## src/rtl/gpio_pad_pkg.sv

```systemverilog
// Package: shared field layout and types for the pad control register bank.
// Assumes: control word fields packed from bit 0 upward as func, drive, pull, oe.
package gpio_pad_pkg;

    localparam int FUNC_W = 3;
    localparam int DRV_W  = 3;
    localparam int PULL_W = 2;

    typedef enum logic [PULL_W-1:0] {
        PULL_NONE = 2'd0,
        PULL_DOWN = 2'd1,
        PULL_RSVD = 2'd2,
        PULL_UP   = 2'd3
    } pull_e;

    // Control word, MSB first: oe[8], pull[7:6], drive[5:3], func[2:0]
    typedef struct packed {
        logic              oe;
        pull_e             pull;
        logic [DRV_W-1:0]  drive;
        logic [FUNC_W-1:0] func;
    } pin_ctl_t;

    localparam int CTL_W   = $bits(pin_ctl_t);
    localparam int IO_IN   = 0;
    localparam int IO_OUT  = 1;

endpackage

```

## src/rtl/gpio_in_sync.sv

```systemverilog
// Module: two-stage synchroniser for all pad inputs.
// Assumes: pad levels are asynchronous to clk; two flops give enough settling.
module gpio_in_sync #(
    parameter int WIDTH = 4
) (
    input  logic             clk,
    input  logic             rst_n,
    input  logic [WIDTH-1:0] async_in,
    output logic [WIDTH-1:0] sync_out
);
    logic [WIDTH-1:0] stage1_q;
    logic [WIDTH-1:0] stage2_q;
    logic [1:0]       since_rst_q;

    // Purpose: shift the pad levels through the two synchroniser stages.
    always_ff @(posedge clk) begin
        if (!rst_n) begin
            stage1_q <= '0;
            stage2_q <= '0;
        end else begin
            stage1_q <= async_in;
            stage2_q <= stage1_q;
        end
    end

    // Purpose: count edges since reset so the latency check is not judged on pre-reset history.
    always_ff @(posedge clk) begin
        if (!rst_n)                 since_rst_q <= '0;
        else if (since_rst_q != 2'd3) since_rst_q <= since_rst_q + 2'd1;
    end

    assign sync_out = stage2_q;

    assert_sync_latency_R7: assert property (@(posedge clk) disable iff (!rst_n)
        (since_rst_q == 2'd3) |-> (stage2_q == $past(async_in, 2)))
        else $error("synchroniser latency differs from two edges");

endmodule

```

## src/rtl/gpio_pin_regs.sv

```systemverilog
// Module: the control and I/O registers of one pin.
// Assumes: the top decodes the address, so at most one of ctl_we or io_we is high per cycle.
module gpio_pin_regs
    import gpio_pad_pkg::*;
(
    input  logic     clk,
    input  logic     rst_n,
    input  logic     ctl_we,
    input  pin_ctl_t ctl_wdata,
    input  logic     io_we,
    input  logic     out_wdata,
    output pin_ctl_t ctl_q,
    output logic     out_q
);

    // Purpose: store the control fields, keeping the old pull code when the reserved code is written.
    always_ff @(posedge clk) begin
        if (!rst_n) begin
            ctl_q <= '0;
        end else if (ctl_we) begin
            ctl_q.func  <= ctl_wdata.func;
            ctl_q.drive <= ctl_wdata.drive;
            ctl_q.oe    <= ctl_wdata.oe;
            if (ctl_wdata.pull != PULL_RSVD) ctl_q.pull <= ctl_wdata.pull;
        end
    end

    // Purpose: store the GPIO output level from the I/O word.
    always_ff @(posedge clk) begin
        if (!rst_n)     out_q <= 1'b0;
        else if (io_we) out_q <= out_wdata;
    end

    assert_no_rsvd_pull_R4: assert property (@(posedge clk) disable iff (!rst_n)
        ctl_q.pull != PULL_RSVD)
        else $error("reserved pull code stored");

    assert_out_settled_at_oe_R6: assert property (@(posedge clk) disable iff (!rst_n)
        $rose(ctl_q.oe) |-> $stable(out_q))
        else $error("output level moved as enable rose");

endmodule

```

## src/rtl/gpio_pad_mux.sv

```systemverilog
// Module: the pad-side view of one pin: output source select and pull decode.
// Assumes: function code 0 is plain GPIO; any nonzero code hands the pad to the alternate function.
module gpio_pad_mux
    import gpio_pad_pkg::*;
(
    input  pin_ctl_t ctl,
    input  logic     gpio_out,
    input  logic     alt_out,
    input  logic     alt_oe,
    output logic     pad_out,
    output logic     pad_oe,
    output logic     pull_up,
    output logic     pull_dn
);
    logic alt_sel;

    // Purpose: choose between the GPIO bits and the alternate function.
    always_comb begin
        alt_sel = (ctl.func != '0);
        pad_out = alt_sel ? alt_out : gpio_out;
        pad_oe  = alt_sel ? alt_oe  : ctl.oe;
    end

    // Purpose: turn the pull code into the two pad requests.
    always_comb begin
        pull_up = (ctl.pull == PULL_UP);
        pull_dn = (ctl.pull == PULL_DOWN);
    end

    assert_pull_exclusive_R3: assert final (!(pull_up && pull_dn))
        else $error("pull-up and pull-down both requested");

endmodule

```

## src/rtl/gpio_pad_ctrl.sv

```systemverilog
// Module: top of the pad control register bank; address decode, read mux, per-pin instances.
// Assumes: bus_addr[0] selects control (0) or I/O (1) word, upper bits pick the pin;
//          pin indices at or above NUM_PINS read 0 and ignore writes.
module gpio_pad_ctrl
    import gpio_pad_pkg::*;
#(
    parameter int NUM_PINS = 4,
    parameter int DATA_W   = 32,
    parameter int ADDR_W   = $clog2(NUM_PINS) + 1
) (
    input  logic                       clk,
    input  logic                       rst_n,
    input  logic                       bus_wr,
    input  logic [ADDR_W-1:0]          bus_addr,
    input  logic [DATA_W-1:0]          bus_wdata,
    output logic [DATA_W-1:0]          bus_rdata,
    input  logic [NUM_PINS-1:0]        pad_in,
    input  logic [NUM_PINS-1:0]        alt_out,
    input  logic [NUM_PINS-1:0]        alt_oe,
    output logic [NUM_PINS-1:0]        pad_out,
    output logic [NUM_PINS-1:0]        pad_oe,
    output logic [NUM_PINS-1:0]        pad_pull_up,
    output logic [NUM_PINS-1:0]        pad_pull_dn,
    output logic [DRV_W*NUM_PINS-1:0]  pad_drive,
    output logic [FUNC_W*NUM_PINS-1:0] func_sel
);
    localparam int PIN_W = ADDR_W - 1;

    logic [PIN_W-1:0]    sel_pin;
    logic                sel_io;
    logic [NUM_PINS-1:0] in_sync;
    pin_ctl_t            ctl_q   [NUM_PINS];
    logic [NUM_PINS-1:0] out_q;
    pin_ctl_t            ctl_wdata;
    logic                unused_wdata_hi;

    assign sel_pin         = bus_addr[ADDR_W-1:1];
    assign sel_io          = bus_addr[0];
    assign ctl_wdata       = pin_ctl_t'(bus_wdata[CTL_W-1:0]);
    assign unused_wdata_hi = ^bus_wdata[DATA_W-1:CTL_W];

    gpio_in_sync #(.WIDTH(NUM_PINS)) u_sync (
        .clk      (clk),
        .rst_n    (rst_n),
        .async_in (pad_in),
        .sync_out (in_sync)
    );

    for (genvar p = 0; p < NUM_PINS; p++) begin : g_pin
        logic hit;
        assign hit = bus_wr && (sel_pin == PIN_W'(p));

        gpio_pin_regs u_regs (
            .clk       (clk),
            .rst_n     (rst_n),
            .ctl_we    (hit && !sel_io),
            .ctl_wdata (ctl_wdata),
            .io_we     (hit && sel_io),
            .out_wdata (bus_wdata[IO_OUT]),
            .ctl_q     (ctl_q[p]),
            .out_q     (out_q[p])
        );

        gpio_pad_mux u_mux (
            .ctl      (ctl_q[p]),
            .gpio_out (out_q[p]),
            .alt_out  (alt_out[p]),
            .alt_oe   (alt_oe[p]),
            .pad_out  (pad_out[p]),
            .pad_oe   (pad_oe[p]),
            .pull_up  (pad_pull_up[p]),
            .pull_dn  (pad_pull_dn[p])
        );

        assign pad_drive[p*DRV_W +: DRV_W]   = ctl_q[p].drive;
        assign func_sel[p*FUNC_W +: FUNC_W]  = ctl_q[p].func;

        assert_other_pins_hold_R9: assert property (@(posedge clk) disable iff (!rst_n)
            (bus_wr && sel_pin != PIN_W'(p)) |=> ($stable(ctl_q[p]) && $stable(out_q[p])))
            else $error("write to another pin changed pin %0d", p);
    end

    // Purpose: return the addressed word; unused bits and absent pins read 0.
    always_comb begin
        bus_rdata = '0;
        for (int p = 0; p < NUM_PINS; p++) begin
            if (sel_pin == PIN_W'(p)) begin
                if (sel_io) begin
                    bus_rdata[IO_IN]  = in_sync[p];
                    bus_rdata[IO_OUT] = out_q[p];
                end else begin
                    bus_rdata[CTL_W-1:0] = ctl_q[p];
                end
            end
        end
    end

endmodule

```

## config.mk

```make
export PLATFORM = sky130hd
export DESIGN_NAME = gpio_pad_ctrl
export DESIGN_NICKNAME = d
export VERILOG_FILES = /design/src/rtl/gpio_pad_pkg.sv /design/src/rtl/gpio_in_sync.sv /design/src/rtl/gpio_pin_regs.sv /design/src/rtl/gpio_pad_mux.sv /design/src/rtl/gpio_pad_ctrl.sv
export SDC_FILE = /design/constraint.sdc
export NUM_CORES = 1
export LEC_CHECK = 0
export ABC_CLOCK_PERIOD_IN_PS = 1400
export CAP_MARGIN = 20
export CORE_MARGIN = 1.5
export CORE_UTILIZATION = 57
export DETAILED_ROUTE_END_ITERATION = 10
export DONT_BUFFER_PORTS = 1
export PLACE_DENSITY_LB_ADDON = 0.05
export SLEW_MARGIN = 30
export SYNTH_ARGS = -nofsm -noshare
export SYNTH_HDL_FRONTEND = slang
export SYNTH_SLANG_ARGS = --single-unit
export TNS_END_PERCENT = 30
```

## constraint.sdc

```tcl
create_clock -name clk -period 1.4 [get_ports clk]
set_input_delay 0.28 -clock clk [delete_from_list [all_inputs] [get_ports clk]]
set_output_delay 0.28 -clock clk [all_outputs]
set_load 0.05 [all_outputs]
```

Word-level counts from Yosys, hierarchy flattened
Index checks and enable logic that the tools add are counted.
- input bits: 50
- output and inout bits: 72
- register bits after elaboration: 48
- reductions and logical operators: 22
- equality and inequality tests: 12
- muxes and demuxes: 20
- operator list (cell ; count):
    $mux W9 ; 4
    $mux W7 ; 4
    $eq A2 B2 Y1 const B ; 6
    $logic_and A1 B1 Y1 ; 12
    $reduce_bool A3 Y1 ; 4
    $eq A2 B1 Y1 const B ; 5
    $mux W1 ; 8
    $mux W2 ; 4
    $reduce_and A2 Y1 ; 4
    $logic_not A2 Y1 ; 1
    $ne A2 B2 Y1 const B ; 1
    $logic_not A1 Y1 ; 1

Depth between registers and ports, before layout
Gate-level depths: netlist of the first run.
- word-level depth: 8
- depth in mapped cells: 5
- depth with buffers taken out: 3

Cells and area by module
A second synthesis of the first run with hierarchy kept.
- cell total of the unflattened synthesis: 234
- area total of the unflattened synthesis: 2575.0 µm²
- modules (own cells, without submodules) (module ; times used ; area each (µm²) ; cells an instance):
    gpio_pin_regs ; 4 ; 390.4 ; 34
    gpio_pad_ctrl ; 1 ; 623.1 ; 62
    gpio_in_sync ; 1 ; 210.2 ; 16
    gpio_pad_mux ; 4 ; 45.0 ; 5

Worst setup path before layout of the first run
OpenSTA, ideal clock, no wires.
- kind: input-to-output
- start point: input port bus_addr[2]
- end point: output port bus_rdata[2]
- cell stages on the path: 4
- setup slack: -0.389 ns
- data arrival time: 1.509 ns
- buffers on the path: 2
- cell sequence: buf_4 > buf_4 > mux4_2 > nor2b_1
- longest elaborated chain between the ends: 8
- ends and longest elaborated chain (item ; line ; text):
    start, declared ; gpio_pad_ctrl.sv:14 ; input logic [ADDR_W-1:0] bus_addr,
    $logic_not A2 Y1 ; gpio_pad_ctrl.sv:87 ; if (sel_pin == PIN_W'(p)) begin
    $mux W9 ; gpio_pad_ctrl.sv:87 ;
    $mux W7 ; gpio_pad_ctrl.sv:88 ; if (sel_io) begin
    $mux W9 ; gpio_pad_ctrl.sv:87 ;
    $mux W7 ; gpio_pad_ctrl.sv:88 ;
    $mux W9 ; gpio_pad_ctrl.sv:87 ;
    $mux W7 ; gpio_pad_ctrl.sv:88 ;
    $mux W9 * ; gpio_pad_ctrl.sv:87 ;
    end, declared ; gpio_pad_ctrl.sv:16 ; output logic [DATA_W-1:0] bus_rdata,
Mark *: on every way between the ends. The rest lies on a longest branch, timed or not.

Worst setup path after layout of the first run
- start point: register g_pin[0].u_regs.ctl_q[1] (netlist name)
- end point: output port bus_rdata[1]
- longest elaborated chain between the ends: 5
- ends and longest elaborated chain (item ; line):
    $mux W2 ; gpio_pad_ctrl.sv:88
    $mux W9 (4 in series) ; gpio_pad_ctrl.sv:87
No other way between the ends.

==> results of run 1 <==
## layer usage
layer	vias up	track usage, %	part of all wire (%)	routed length (um)
met5	-	0	0	0
met4	0	6.92	0.83	48
met3	6	5.94	6.8	394
met2	63	36.2	49	2850
met1	923	30.0	43	2500
li1	966	-	-	-
## worst paths after layout
path | cells after the start | start | endpoint | slack (ns)
worst min-delay path | 2 | bus_wdata[1] | g_pin[0].u_regs.ctl_q[1] | 0.1
worst max register to register | 3 | g_pin[2].u_regs.ctl_q[0] | g_pin[2].u_regs.ctl_q[0] | 0.49
worst max-delay path | 2 | g_pin[0].u_regs.ctl_q[1] | bus_rdata[1] | -0.39
worst min register to register | 1 | u_sync.stage1_q[2] | u_sync.sync_out[2] | 0.44
## through the flow
| step | area [um2] | power (mW) |
|---|---|---|
| CTS | 3170 | 2.92 |
| detailed placement | 2980 | 1.92 |
| global placement | 2980 | 1.92 |
| finish | 3180 | 2.91 |
| floorplan | 2930 | 1.99 |
| global route | 3180 | 3.00 |
## report_power, final
part / total [mW] / leakage [nW] / internal, mW / switching (mW)
clock network: 1.00 / 0.0552 / 0.531 / 0.473
registers: 1.42 / 0.400 / 1.40 / 0.0202
logic: 0.485 / 0.836 / 0.160 / 0.326
## critical path: stages (launching register included)
cell,delay (ns)
dfxtp_2,0.35
mux4_2,0.48
mux2_4,0.37
## state kept, by name (all words and copies together) (netlist names)
signal	flops
g_pin.u_regs.ctl_q	36
g_pin.u_regs.out_q	4
u_sync.stage1_q	4
u_sync.sync_out	4
## cells by family (layout without fill, tap and decap cells)
logic type,Yosys count,in the layout,share of synthesized area [%]
AND/OR/NAND/NOR,107,107,20.0
flip-flops,48,48,34.3
AO/OA/AOI/OAI,44,44,10.7
buffers and inverters,83,70,20.6
other,1,23,0.134
multiplexers,25,25,14.3
## area by class of cell
class,instances,area [um2],share of cell area [%]
Clock inverter,2,35.0,1.10
Sequential cell,48,986,31.0
Tap cell,67,83.8,2.63
Multi-Input combinational cell,199,1460,45.9
Timing Repair Buffer,62,544,17.1
Clock buffer,6,72.6,2.28
## placed cells by master (no fill, tap or decap), types with 2 or more instances in the layout
cell       count
mux4_2        11
mux2_4         8
nor3_1         2
o21ai_1        2
a21boi_0      31
nor2_1         4
nand4bb_1      2
buf_4         55
dfxtp_2       20
and2_1        12
buf_12         6
o21ai_0        6
mux2i_1        4
conb_1        23
dfxtp_1       28
nand4b_1       3
clkbuf_8       5
mux2_2         2
nor4bb_2       2
nor2b_4        7
nor2b_1        7
nand2_1       60
a21oi_1        4
## repair_timing
| action | in CTS | in global routing |
|---|---|---|
| pin swaps | 1 | 1 |
| gates resized for setup | 28 | 8 |
| setup endpoints to repair | 17 | 20 |
==> flow_metrics.env, run 1 <==
export IMPL_status="complete, but fails checks"
export IMPL_violations="negative setup slack"
export IMPL_htreeDepth=2
export IMPL_rsz0062_at_grt="yes"
export IMPL_fin_setup_tns_ns=-4.43
export IMPL_numCtsBuffers=5
export IMPL_core_um2=4720
export IMPL_track_usage_pct=22.6
export IMPL_synth_area_um2=2800
export IMPL_maxSlewViolCount=0
export IMPL_synth_common_cells="buf_4 (67), nand2_1 (60), dfxtp_1 (48)"
export IMPL_antenna_left=0
export IMPL_yosysWarningCount=0
export IMPL_postCtsSetupBuffers=0
export IMPL_setup_violations_final=17
export IMPL_initialDrtViolationCount=91
export IMPL_place_ws_ns=-0.0526
export IMPL_worstSetupPathType="reg2out"
export IMPL_clk_pin_slew_ns=0.10
export IMPL_area_growth_pct=13.5
export IMPL_max_cap_violations=0
export IMPL_hold_violations=0
export IMPL_fin_cells=384
export IMPL_skew_ns=0.000894
export IMPL_async_reset_ff_share_pct=0
export IMPL_synth_avg_cell_area_um2=9.10
export IMPL_wire_per_inst_um=15.1
export IMPL_synth_cell_types=28
export IMPL_io_pins=122
export IMPL_finish_utilization_pct=67.4
export IMPL_critPathRequiredTime_ns=1.12
export IMPL_cts_root_buf="clkbuf_8"
export IMPL_crit_path_start_kind="flip-flop"
export IMPL_p_per_area_nw_per_um2=915
export IMPL_synth_cells=308
export IMPL_start_util_pct=59.4
export IMPL_grt_pass1_wl_um=9090
export IMPL_fin_crit_sh_pct=128
export IMPL_synth_edff_count=0
export IMPL_yosysTopAreaCell="dfxtp_1"
export IMPL_cts_sinks=48
export IMPL_route_vias_total=1958
export IMPL_vdd_drop_max_uv=662
export IMPL_fin_nets=366
export IMPL_wirelength_um=5790
export IMPL_cts_tree="yes"
export IMPL_fillers=391
export IMPL_ys_seq_elements=48
export IMPL_dieArea_um2=5350
export IMPL_port_buffers=0
export IMPL_yosysMostFrequentCell="buf_4"
export IMPL_synth_top_area_share_pct=34.3
export IMPL_grt_start_max_net_pins=49
export IMPL_hold_class="in2reg"
export IMPL_rows=25
export IMPL_grt_pass1_vias=1820
export IMPL_clock_path_buffers=2
export IMPL_clk_latency_ns=0.30
export IMPL_arrival_ns=1.51
export IMPL_crit_fanout=4
export IMPL_routed_via_density=5.10
export IMPL_route_detailed_drc=0
export IMPL_min_period_ns=1.79
export IMPL_die_w_um=73.1
export IMPL_overflow=0
export IMPL_synth_main_ff_cell="dfxtp_1"
export IMPL_hpwl_um=4110
export IMPL_ctsHoldBuffers=0
export IMPL_ys_seq_area_share_pct=34.3
export IMPL_synth_area_leaders="dfxtp_1 (34%), buf_4 (18%), mux4_2 (8.8%)"
export IMPL_place_inst=376
export IMPL_gp_congestion=0.807
export IMPL_fmax_mhz=559
export IMPL_p_leak_nw=1.29
export IMPL_drive_above_1_share_pct=39.1
export IMPL_hold_ws_ns=0.0956
export IMPL_drt_pass1_iterations=4
export IMPL_cp_end_kind="output port"
export IMPL_antenna_found_initial=0
export IMPL_antennaDiodeCount=0
export IMPL_setup_ws_ns=-0.389
export IMPL_die_h_um=73.1
No activity file was read; power rests on OpenSTA's default activity.
==> inputs of run 2 (changes only) <==
--- a/constraint.sdc
+++ b/constraint.sdc
@@ -3,2 +3,2 @@
 set_output_delay 0.28 -clock clk [all_outputs]
-set_load 0.05 [all_outputs]
+set_load 0.02 [all_outputs]
==> run 2 against run 1 <==
The flow still finishes with violations (negative setup slack). Critical endpoint unchanged. Wire length fell by 1.1%. Count of clock-buffer cells in the layout unchanged. Clock skew is essentially flat. Global-route usage decreased by 0.70 points. Critical path depth is the same. Worst hold slack gained 0.0095 ns. Final area fell by 7.2%. Fmax rose by 3.5%.
==> flow_metrics.env, run 2 (synthesis results as in run 1) <==
export IMPL_status="complete, but fails checks"
export IMPL_violations="negative setup slack"
export IMPL_dieArea_um2=5350
export IMPL_track_usage_pct=21.9
export IMPL_route_vias_total=1872
export IMPL_min_from="pad_in[3]"
export IMPL_drt_pass1_iterations=4
export IMPL_start_util_pct=59.4
export IMPL_die_h_um=73.1
export IMPL_antenna_found_initial=0
export IMPL_die_w_um=73.1
export IMPL_hold_violations=0
export IMPL_cts_sinks=48
export IMPL_numCtsBuffers=5
export IMPL_routed_via_density=5.13
export IMPL_holdPathStages=1
export IMPL_rsz0062_at_grt="yes"
export IMPL_io_pins=122
export IMPL_p_per_area_nw_per_um2=871
export IMPL_total_power_mw=2.57
export IMPL_critPathRequiredTime_ns=1.12
export IMPL_cts_root_buf="clkbuf_8"
export IMPL_internal_power_mw=1.93
export IMPL_finish_utilization_pct=62.5
export IMPL_port_buffers=0
export IMPL_initialDrtViolationCount=148
export IMPL_area_growth_pct=5.31
export IMPL_maxSlewViolCount=0
export IMPL_combPwrFrac_pct=11.7
export IMPL_antennaDiodeCount=0
export IMPL_setup_violations_final=17
export IMPL_crit_path_start_kind="flip-flop"
export IMPL_fin_cells=365
export IMPL_setup_ws_ns=-0.328
export IMPL_switching_share_pct=24.8
export IMPL_antenna_left=0
export IMPL_layout_commonest_cell="nand2_1"
export IMPL_drive_above_1_share_pct=34.6
export IMPL_hpwl_um=3980
export IMPL_arrival_ns=1.45
export IMPL_fin_crit_sh_pct=123
export IMPL_vdd_drop_max_uv=615
export IMPL_crit_fanout=4
export IMPL_skew_ns=0.000500
export IMPL_fmax_mhz=579
export IMPL_clk_pin_slew_ns=0.09
export IMPL_largest_register="g_pin.u_regs.ctl_q"
export IMPL_hold_class="in2reg"
export IMPL_r2r_start="g_pin[2].u_regs.ctl_q[0]"
export IMPL_clockPowerShare_pct=33.0
export IMPL_regToRegSetupSlack_ns=0.52
export IMPL_worstSetupStartpoint="g_pin[0].u_regs.ctl_q[1]"
export IMPL_netSwitchingPower_mw=0.639
export IMPL_max_cap_violations=0
export IMPL_overflow=0
export IMPL_min_to="u_sync.stage1_q[3]"
export IMPL_cp_end_kind="output port"
export IMPL_largest_reg_flops=36
export IMPL_place_inst=354
export IMPL_gp_congestion=0.780
export IMPL_timing_rr_end="g_pin[2].u_regs.ctl_q[0]"
export IMPL_rows=25
export IMPL_fin_nets=347
export IMPL_route_detailed_drc=0
export IMPL_wirelength_um=5730
export IMPL_fin_setup_tns_ns=-3.45
export IMPL_grt_pass1_vias=1688
export IMPL_p_seq_share_pct=55.3
export IMPL_worstSetupPathType="reg2out"
export IMPL_reg2reg_depth=3
export IMPL_clk_latency_ns=0.29
export IMPL_fin_area_um2=2950
export IMPL_p_leak_nw=1.17
export IMPL_min_period_ns=1.73
export IMPL_clock_path_buffers=2
export IMPL_cts_tree="yes"
export IMPL_htreeDepth=2
export IMPL_grt_start_max_net_pins=49
export IMPL_grt_pass1_wl_um=8830
export IMPL_core_um2=4720
export IMPL_wire_per_inst_um=15.7
export IMPL_dpl_cell_area_um2=2710
export IMPL_final_cell_mix="nand2_1 (60), buf_4 (41), a21boi_0 (31), dfxtp_1 (30), conb_1 (23)"
[run 2: cell types whose count changed in the layout (fill, tap and decap cells not counted), sizes merged]
cell    change
bufinv      -1
buf        -19
clkinv      +1
[run 2: final cells by class]
class	instances	area [um2]
fillers	419	1770
multi-input cells	199	1460
flip-flops and latches	48	986
repair buffers	43	330
well taps	67	83.8
clock buffers	6	82.6
clock inverters	2	10.0
[run 2: per-layer routing]
layer  part of all wire, %  routed length [um]  vias up  track usage, %
li1                      -                   -      923               -
met1                    43                2450      877            28.0
met2                    49                2790       68            36.6
met3                   8.0                 460        4            6.91
met4                  0.52                  30        0            4.40
met5                     0                   0        -               0
[run 2: metrics by stage]
stage | setup slack, ns | hold slack, ns
3_3_place_gp | 0.00262 | 0.409
2_1_floorplan | -0.0644 | 0.407
4_1_cts | -0.334 | 0.0952
6_report | -0.328 | 0.105
5_1_grt | -0.371 | 0.0841
3_5_place_dp | -0.0234 | 0.411
[run 2: worst max path at each step]
stage / endpoint / slack (ns) / depth (start not counted)
after floorplan: bus_rdata[1] / -0.06 / 3
final: bus_rdata[1] / -0.33 / 2
after global placement: bus_rdata[0] / 0.003 / 2
after detailed placement: bus_rdata[0] / -0.02 / 2
after global routing: bus_rdata[0] / -0.37 / 2
after CTS: bus_rdata[0] / -0.33 / 2
[run 2: timing repair]
action,4_1_cts,5_1_grt
resized for setup,22,20
endpoints found under the setup margin,17,17
pin swaps,0,1
hold buffers,0,0
cloned,0,0
setup buffers,1,2
[run 2: worst max-delay path, cell delays in order (launching register included)]
cell     delay, ns
dfxtp_2       0.36
mux4_2        0.47
mux2_4        0.32
[run 2: power groups by stage]
stage / clock network, mW / registers [mW] / logic, mW
finish: 0.849 / 1.42 / 0.302
global route: 0.939 / 1.43 / 0.326
CTS: 0.873 / 1.42 / 0.290
detailed placement: 0 / 1.45 / 0.283
global placement: 0 / 1.45 / 0.282
floorplan: 0 / 1.45 / 0.376
